[config.mk]
export PLATFORM = sky130hd
export DESIGN_NAME = scan_ctrl
export DESIGN_NICKNAME = d
export VERILOG_FILES = /design/src/rtl/scan_pkg.sv /design/src/rtl/scan_sync.sv /design/src/rtl/scan_chsel.sv /design/src/rtl/scan_tmo.sv /design/src/rtl/scan_ctrl.sv
export SDC_FILE = /design/constraint.sdc
export NUM_CORES = 1
export LEC_CHECK = 0
export BUFFER_PORTS_ARGS = -buffer_cell sky130_fd_sc_hd__buf_2
export CORE_ASPECT_RATIO = 0.8
export CORE_MARGIN = 2
export CORE_UTILIZATION = 40
export CTS_BUF_LIST = sky130_fd_sc_hd__clkbuf_16
export DETAILED_ROUTE_END_ITERATION = 7
export PLACE_DENSITY = 0.69
export SKIP_LAST_GASP = 1
export SLEW_MARGIN = 20
export SYNTH_ARGS = -nofsm -noshare
export SYNTH_HDL_FRONTEND = slang
export SYNTH_SLANG_ARGS = --single-unit
[constraint.sdc]
create_clock -name clk -period 5.5 [get_ports clk]
set_clock_uncertainty 0.15 [all_clocks]
set_input_delay 0.825 -clock clk [delete_from_list [all_inputs] [get_ports clk]]
set_output_delay 0.825 -clock clk [all_outputs]
set_load 0.05 [all_outputs]
[src/rtl/scan_pkg.sv]
`timescale 1ns/1ps
package scan_pkg;
    typedef enum logic [1:0] {
        ST_IDLE   = 2'd0,
        ST_ARM    = 2'd1,
        ST_WAIT   = 2'd2,
        ST_SETTLE = 2'd3
    } scan_st_e;
endpackage

[src/rtl/scan_sync.sv]
`timescale 1ns/1ps
// Two-stage synchronizer for the wired status groups; resets to released (high).
module scan_sync #(
    parameter int W = 2
) (
    input  logic         clk,
    input  logic         rst_n,
    input  logic [W-1:0] async_i,
    output logic [W-1:0] sync_o
);
    logic [W-1:0] s1_d, s1_q, s2_d, s2_q;

    always_comb begin
        s1_d = async_i;
        s2_d = s1_q;
    end

    always_ff @(posedge clk or negedge rst_n) begin
        if (!rst_n) begin
            s1_q <= '1;
            s2_q <= '1;
        end else begin
            s1_q <= s1_d;
            s2_q <= s2_d;
        end
    end

    assign sync_o = s2_q;
endmodule

[src/rtl/scan_chsel.sv]
`timescale 1ns/1ps
// Channel arithmetic: wrap-around successor, status group and line masks.
module scan_chsel #(
    parameter int N_CH      = 10,
    parameter int GRP_SPLIT = 5,
    parameter int CH_W      = 4
) (
    input  logic [CH_W-1:0] cur_i,
    output logic [CH_W-1:0] nxt_o,
    output logic            grp_o,
    output logic [N_CH-1:0] cur_mask_n_o,
    output logic [N_CH-1:0] nxt_mask_n_o
);
    always_comb begin
        nxt_o = (cur_i == CH_W'(N_CH - 1)) ? '0 : cur_i + 1'b1;
        grp_o = (cur_i >= CH_W'(GRP_SPLIT));
    end

    for (genvar g = 0; g < N_CH; g++) begin : g_mask
        assign cur_mask_n_o[g] = (cur_i != CH_W'(g));
        assign nxt_mask_n_o[g] = (nxt_o != CH_W'(g));
    end
endmodule

[src/rtl/scan_tmo.sv]
`timescale 1ns/1ps
// Per-selection wait counter; flags expiry in the cycle it reaches LIM-1.
module scan_tmo #(
    parameter int LIM = 60,
    localparam int CW = $clog2(LIM + 1)
) (
    input  logic clk,
    input  logic rst_n,
    input  logic clr_i,
    input  logic run_i,
    output logic expire_o
);
    logic [CW-1:0] cnt_d, cnt_q;

    always_comb begin
        cnt_d = cnt_q;
        if (clr_i)
            cnt_d = '0;
        else if (run_i && cnt_q != CW'(LIM))
            cnt_d = cnt_q + 1'b1;
    end

    always_ff @(posedge clk or negedge rst_n) begin
        if (!rst_n) cnt_q <= '0;
        else        cnt_q <= cnt_d;
    end

    assign expire_o = run_i && (cnt_q == CW'(LIM - 1));

    p_tmo_bound_r7: assert property (@(posedge clk) disable iff (!rst_n)
        cnt_q <= CW'(LIM));
endmodule

[src/rtl/scan_ctrl.sv]
`timescale 1ns/1ps
module scan_ctrl
    import scan_pkg::*;
#(
    parameter int N_CH        = 10,
    parameter int GRP_SPLIT   = 5,
    parameter int DW          = 8,
    parameter int SETTLE_CYC  = 2,
    parameter int TMO_CYC     = 60,
    parameter int OVL_MAX_CYC = 4,
    localparam int CH_W  = $clog2(N_CH),
    localparam int SET_W = $clog2(SETTLE_CYC + 1),
    localparam int OW    = $clog2(OVL_MAX_CYC + 2)
) (
    input  logic            clk,
    input  logic            rst_n,
    input  logic            ovl_en_i,
    input  logic [DW-1:0]   bus_i,
    input  logic [1:0]      grp_rdy_n_i,
    output logic [N_CH-1:0] bc_n_o,
    output logic [DW-1:0]   data_o,
    output logic [CH_W-1:0] ch_o,
    output logic            valid_o,
    output logic            tout_o
);
    typedef struct packed {
        scan_st_e         st;
        logic [CH_W-1:0]  cur;
        logic [SET_W-1:0] set_cnt;
        logic [N_CH-1:0]  bc;
        logic [DW-1:0]    data;
        logic [CH_W-1:0]  ch;
        logic             valid;
        logic             tout;
    } ctl_t;

    ctl_t d, q;

    logic [1:0]      grp_s;
    logic [CH_W-1:0] nxt;
    logic            grp_sel;
    logic [N_CH-1:0] cur_mask_n, nxt_mask_n;
    logic            tmo_clr, tmo_run, tmo_exp;
    logic            grp_lvl;

    scan_sync #(.W(2)) u_sync (
        .clk     (clk),
        .rst_n   (rst_n),
        .async_i (grp_rdy_n_i),
        .sync_o  (grp_s)
    );

    scan_chsel #(.N_CH(N_CH), .GRP_SPLIT(GRP_SPLIT), .CH_W(CH_W)) u_chsel (
        .cur_i        (q.cur),
        .nxt_o        (nxt),
        .grp_o        (grp_sel),
        .cur_mask_n_o (cur_mask_n),
        .nxt_mask_n_o (nxt_mask_n)
    );

    scan_tmo #(.LIM(TMO_CYC)) u_tmo (
        .clk      (clk),
        .rst_n    (rst_n),
        .clr_i    (tmo_clr),
        .run_i    (tmo_run),
        .expire_o (tmo_exp)
    );

    assign grp_lvl = grp_s[grp_sel];
    assign tmo_run = (q.st == ST_ARM) || (q.st == ST_WAIT);

    always_comb begin
        d       = q;
        d.valid = 1'b0;
        d.tout  = 1'b0;
        tmo_clr = 1'b0;
        unique case (q.st)
            ST_IDLE: begin
                d.bc    = cur_mask_n;
                d.st    = ST_ARM;
                tmo_clr = 1'b1;
            end
            ST_ARM: begin
                if (tmo_exp) begin
                    d.tout  = 1'b1;
                    d.ch    = q.cur;
                    d.bc    = nxt_mask_n;
                    d.cur   = nxt;
                    tmo_clr = 1'b1;
                end else if (grp_lvl) begin
                    d.st = ST_WAIT;
                end
            end
            ST_WAIT: begin
                if (!grp_lvl) begin
                    d.st      = ST_SETTLE;
                    d.set_cnt = '0;
                    if (ovl_en_i) d.bc = q.bc & nxt_mask_n;
                end else if (tmo_exp) begin
                    d.tout  = 1'b1;
                    d.ch    = q.cur;
                    d.bc    = nxt_mask_n;
                    d.cur   = nxt;
                    d.st    = ST_ARM;
                    tmo_clr = 1'b1;
                end
            end
            ST_SETTLE: begin
                if (q.set_cnt == SET_W'(SETTLE_CYC - 1)) begin
                    d.data  = bus_i;
                    d.ch    = q.cur;
                    d.valid = 1'b1;
                    d.bc    = nxt_mask_n;
                    d.cur   = nxt;
                    d.st    = ST_ARM;
                    tmo_clr = 1'b1;
                end else begin
                    d.set_cnt = q.set_cnt + 1'b1;
                end
            end
            default: d.st = ST_IDLE;
        endcase
    end

    always_ff @(posedge clk or negedge rst_n) begin
        if (!rst_n) begin
            q <= '{st: ST_IDLE, cur: '0, set_cnt: '0, bc: '1,
                   data: '0, ch: '0, valid: 1'b0, tout: 1'b0};
        end else begin
            q <= d;
        end
    end

    assign bc_n_o  = q.bc;
    assign data_o  = q.data;
    assign ch_o    = q.ch;
    assign valid_o = q.valid;
    assign tout_o  = q.tout;

    // Checking logic
    logic [CH_W-1:0] ev_nxt;
    logic [OW-1:0]   ovl_run_d, ovl_run_q;

    assign ev_nxt = (ch_o == CH_W'(N_CH - 1)) ? '0 : ch_o + 1'b1;

    always_comb begin
        ovl_run_d = '0;
        if ($countones(~bc_n_o) == 2)
            ovl_run_d = (ovl_run_q == OW'(OVL_MAX_CYC + 1)) ? ovl_run_q : ovl_run_q + 1'b1;
    end

    always_ff @(posedge clk or negedge rst_n) begin
        if (!rst_n) ovl_run_q <= '0;
        else        ovl_run_q <= ovl_run_d;
    end

    p_single_line_r2: assert property (@(posedge clk) disable iff (!rst_n)
        (q.st != ST_SETTLE) |-> ($countones(~bc_n_o) <= 1));

    p_capture_r4: assert property (@(posedge clk) disable iff (!rst_n)
        valid_o |-> (data_o == $past(bus_i)));

    p_handoff_r5: assert property (@(posedge clk) disable iff (!rst_n)
        (valid_o || tout_o) |-> (bc_n_o[ch_o] && !bc_n_o[ev_nxt]));

    p_excl_r9: assert property (@(posedge clk) disable iff (!rst_n)
        !(valid_o && tout_o));

    p_pulse_valid_r9: assert property (@(posedge clk) disable iff (!rst_n)
        valid_o |=> !valid_o);

    p_pulse_tout_r9: assert property (@(posedge clk) disable iff (!rst_n)
        tout_o |=> !tout_o);

    p_ovl_window_r8: assert property (@(posedge clk) disable iff (!rst_n)
        ovl_run_q <= OW'(OVL_MAX_CYC));
endmodule

==> flow_metrics.env <==
export IMPL_layout_area_overhead_vs_synth_pct=8.337
export IMPL_fin_nets=305
export IMPL_final_hold_violation_count=0
export IMPL_vias_in_the_first_global_route=1935
export IMPL_postSynthCellCount=280
export IMPL_worstPathArrival_ns=2.58
export IMPL_global_route_wire_length_before_repair_um=9315
export IMPL_drc=0
export IMPL_layout_min_cycle_time_ns=2.526
export IMPL_globalplace_congestion=0.8421
export IMPL_antenna_violation_net_count_after_detailed_routing=0
export IMPL_run_status="completed"
export IMPL_cts_root_to_sink_buffers=2
export IMPL_synth_cell_area_um2=2656
export IMPL_synth_most_common_cell="sky130_fd_sc_hd__dfrtp_1"
export IMPL_maximum_number_of_pins_on_one_net_before_global_route_repair=43
export IMPL_overflow=0
export IMPL_power_static_leakage_nw=1.257
export IMPL_relSlewSlack_pct=29.30
export IMPL_post_cts_repair_setup_buffers=0
export IMPL_yosys_register_bits=42
export IMPL_worstMarginPinSlew_ns=1.061
export IMPL_detail_route_iter0_violations=151
export IMPL_timing_reg2reg_worst_path_depth=6
export IMPL_cellPowerDensity_nw_per_um2=726.1
export IMPL_detail_route_wl_per_cell_um=14.78
export IMPL_worstSetupEndpointType="flip-flop"
export IMPL_yosys_area_top_type="sky130_fd_sc_hd__dfrtp_1"
export IMPL_placed_cells=361
export IMPL_timing_fmax_mhz=395.9
export IMPL_synth_edff_count=0
export IMPL_report_final_setup_viol=0
export IMPL_critPathKind="flip-flop to flip-flop"
export IMPL_yosys_most_used_dff="sky130_fd_sc_hd__dfrtp_1"
export IMPL_syn_mean_instance_area_um2=9.487
export IMPL_design_die_area_um2=7313
export IMPL_vdd_ir_drop_max_uv=298.8
export IMPL_vias=2019
export IMPL_finalCritPeriodShare_pct=45.92
export IMPL_synthesis_yosys_warnings=0
export IMPL_global_route_usage_total_pct=16.11
export IMPL_area_contributors_post_synth="sky130_fd_sc_hd__dfrtp_1, sky130_fd_sc_hd__dfstp_2, sky130_fd_sc_hd__buf_4"
export IMPL_cp_data_required_time_ns=5.55
export IMPL_critical_path_max_fanout=15
export IMPL_drt_total_wl_um=5455
export IMPL_final_instance_count_excl_fill=369
export IMPL_postSynthNetCount=301
export IMPL_rsz0062_at_grt="no"
export IMPL_antennaDiodeCount=0
export IMPL_synthDistinctLibCells=51
export IMPL_min_path_type="flip-flop to flip-flop"
export IMPL_tritoncts_num_sinks=42
export IMPL_maxCapViolations=0
export IMPL_die_y_um=76.89
export IMPL_cts_buffers=5
export IMPL_min_delay_path_depth=0
export IMPL_clock_latency_ns=0.29
export IMPL_postCtsResizedCells=0
export IMPL_crit_path_start_kind="flip-flop"
export IMPL_hold_buffer_count_at_cts=0
export IMPL_pre_cts_ws_ns=2.983
export IMPL_h_tree_depth=2
export IMPL_finalWorstSetupSlack_ns=2.974
export IMPL_totalNegativeSetupSlack_ns=0
export IMPL_cts_tree="built"
export IMPL_ys_top_cells_by_count="sky130_fd_sc_hd__dfrtp_1, sky130_fd_sc_hd__buf_4, sky130_fd_sc_hd__nand2_1, sky130_fd_sc_hd__a21oi_1, sky130_fd_sc_hd__nor2_1"
export IMPL_clk_transition_reported_paths_ns=0.06
export IMPL_timing_max_transition_violations_final=0
export IMPL_place_detailed_hpwl_um=3627
export IMPL_io_port_bufs=36
export IMPL_start_util_pct=41.45
export IMPL_synth_top_cell_area_share_pct=26.38
export IMPL_grt_antenna_before_repair=0
export IMPL_placeable_core_area_um2=6409
export IMPL_cts_root_buffer="sky130_fd_sc_hd__clkbuf_16"
export IMPL_dr_pass1_iters=4
export IMPL_async_reset_ff_share_pct=100.0
export IMPL_detail_route_vias_per_cell=5.472
export IMPL_die_width_um=95.11
export IMPL_seq_area_frac_synth_pct=40.23
export IMPL_floorplan_io_pins=37
export IMPL_final_layout_size_suffix_gt1_share_pct=29.47
export IMPL_std_cell_rows=26
[through the flow]
stage	utilization (%)	total power, W	area [um2]	hold WS, ns
6_report	44.90	0.002089	2878	0.2048
5_1_grt	44.90	0.002235	2878	0.2094
4_1_cts	44.90	0.002104	2878	0.2061
3_5_place_dp	41.88	0.001703	2684	0.1968
3_3_place_gp	41.88	0.001683	2684	0.1983
2_1_floorplan	-	0.001613	2656	0.1952
[worst max-delay path: stages (launching register included)]
cell,delay [ns]
sky130_fd_sc_hd__dfrtp_1,0.50
sky130_fd_sc_hd__o21a_1,0.26
sky130_fd_sc_hd__o211ai_2,0.46
sky130_fd_sc_hd__a21oi_2,0.15
sky130_fd_sc_hd__o21ai_2,0.55
sky130_fd_sc_hd__a31oi_1,0.17
sky130_fd_sc_hd__o211ai_1,0.21
[metal layers]
layer | GRT usage (%) | vias to the layer above | routed length, um
li1 | - | 986 | -
met1 | 22.08 | 965 | 2614
met2 | 24.72 | 60 | 2493
met3 | 3.536 | 8 | 275
met4 | 6.087 | 0 | 72
met5 | 0 | - | 0
[report_power, final]
| part | leakage [nW] | switching [W] | internal, W |
|---|---|---|---|
| clock network | 0.0940 | 0.000123 | 0.000261 |
| logic | 0.665 | 0.000749 | 0.000371 |
| registers | 0.498 | 0.000119 | 0.000466 |
[placed cells by master, fill, tap and decap left out, types with 3 or more instances in the layout]
cell,instances
sky130_fd_sc_hd__nand4_1,5
sky130_fd_sc_hd__mux2_2,9
sky130_fd_sc_hd__o211ai_1,9
sky130_fd_sc_hd__o21ai_0,6
sky130_fd_sc_hd__buf_2,36
sky130_fd_sc_hd__o21a_1,6
sky130_fd_sc_hd__nor3_1,11
sky130_fd_sc_hd__a21oi_1,19
sky130_fd_sc_hd__nor2_1,18
sky130_fd_sc_hd__dfstp_2,14
sky130_fd_sc_hd__inv_1,11
sky130_fd_sc_hd__nand3_1,6
sky130_fd_sc_hd__nand2_1,25
sky130_fd_sc_hd__ha_1,8
sky130_fd_sc_hd__clkbuf_16,5
sky130_fd_sc_hd__nor2b_1,4
sky130_fd_sc_hd__mux2i_1,4
sky130_fd_sc_hd__xnor2_1,3
sky130_fd_sc_hd__xor2_1,4
sky130_fd_sc_hd__a31oi_1,8
sky130_fd_sc_hd__mux2_4,4
sky130_fd_sc_hd__dfrtp_1,28
[layout make-up]
cell class	instances	area, um2
clock inverter	3	68.82
fill	620	3531
sequential	42	1069
timing repair buffer	36	180.2
clock buffer	5	125.1
tap	84	105.1
inverter	11	41.29
multi-input combinational	188	1289
[worst paths after layout]
check                                     from  slack, ns          endpoint
max in group asynchronous                rst_n       4.11         data_o[1]
worst min register to register  u_sync.s1_q[1]       0.20  u_sync.sync_o[1]
worst min-delay path            u_sync.s1_q[1]       0.20  u_sync.sync_o[1]
worst max register to register           q[27]       2.97         bc_n_o[2]
worst max-delay path                     q[27]       2.97         bc_n_o[2]
min in group asynchronous                rst_n       0.53           ch_o[2]
[kinds of logic after synthesis]
kind of cell	share of synthesized area, %
simple gates	15.21
compound gates	19.64
buf+inv	11.26
flops	40.23
mux	7.584
fa+ha+maj	3.768
xor+xnor	2.308
[state kept, by name, indices dropped and copies added (netlist names)]
register / flops
u_sync.s1_q: 2
ch_o: 4
u_tmo.cnt_q: 6
q: 8
data_o: 8
valid_o: 1
bc_n_o: 10
u_sync.sync_o: 2
tout_o: 1
Note: power is estimated with default switching activity, not from simulation.
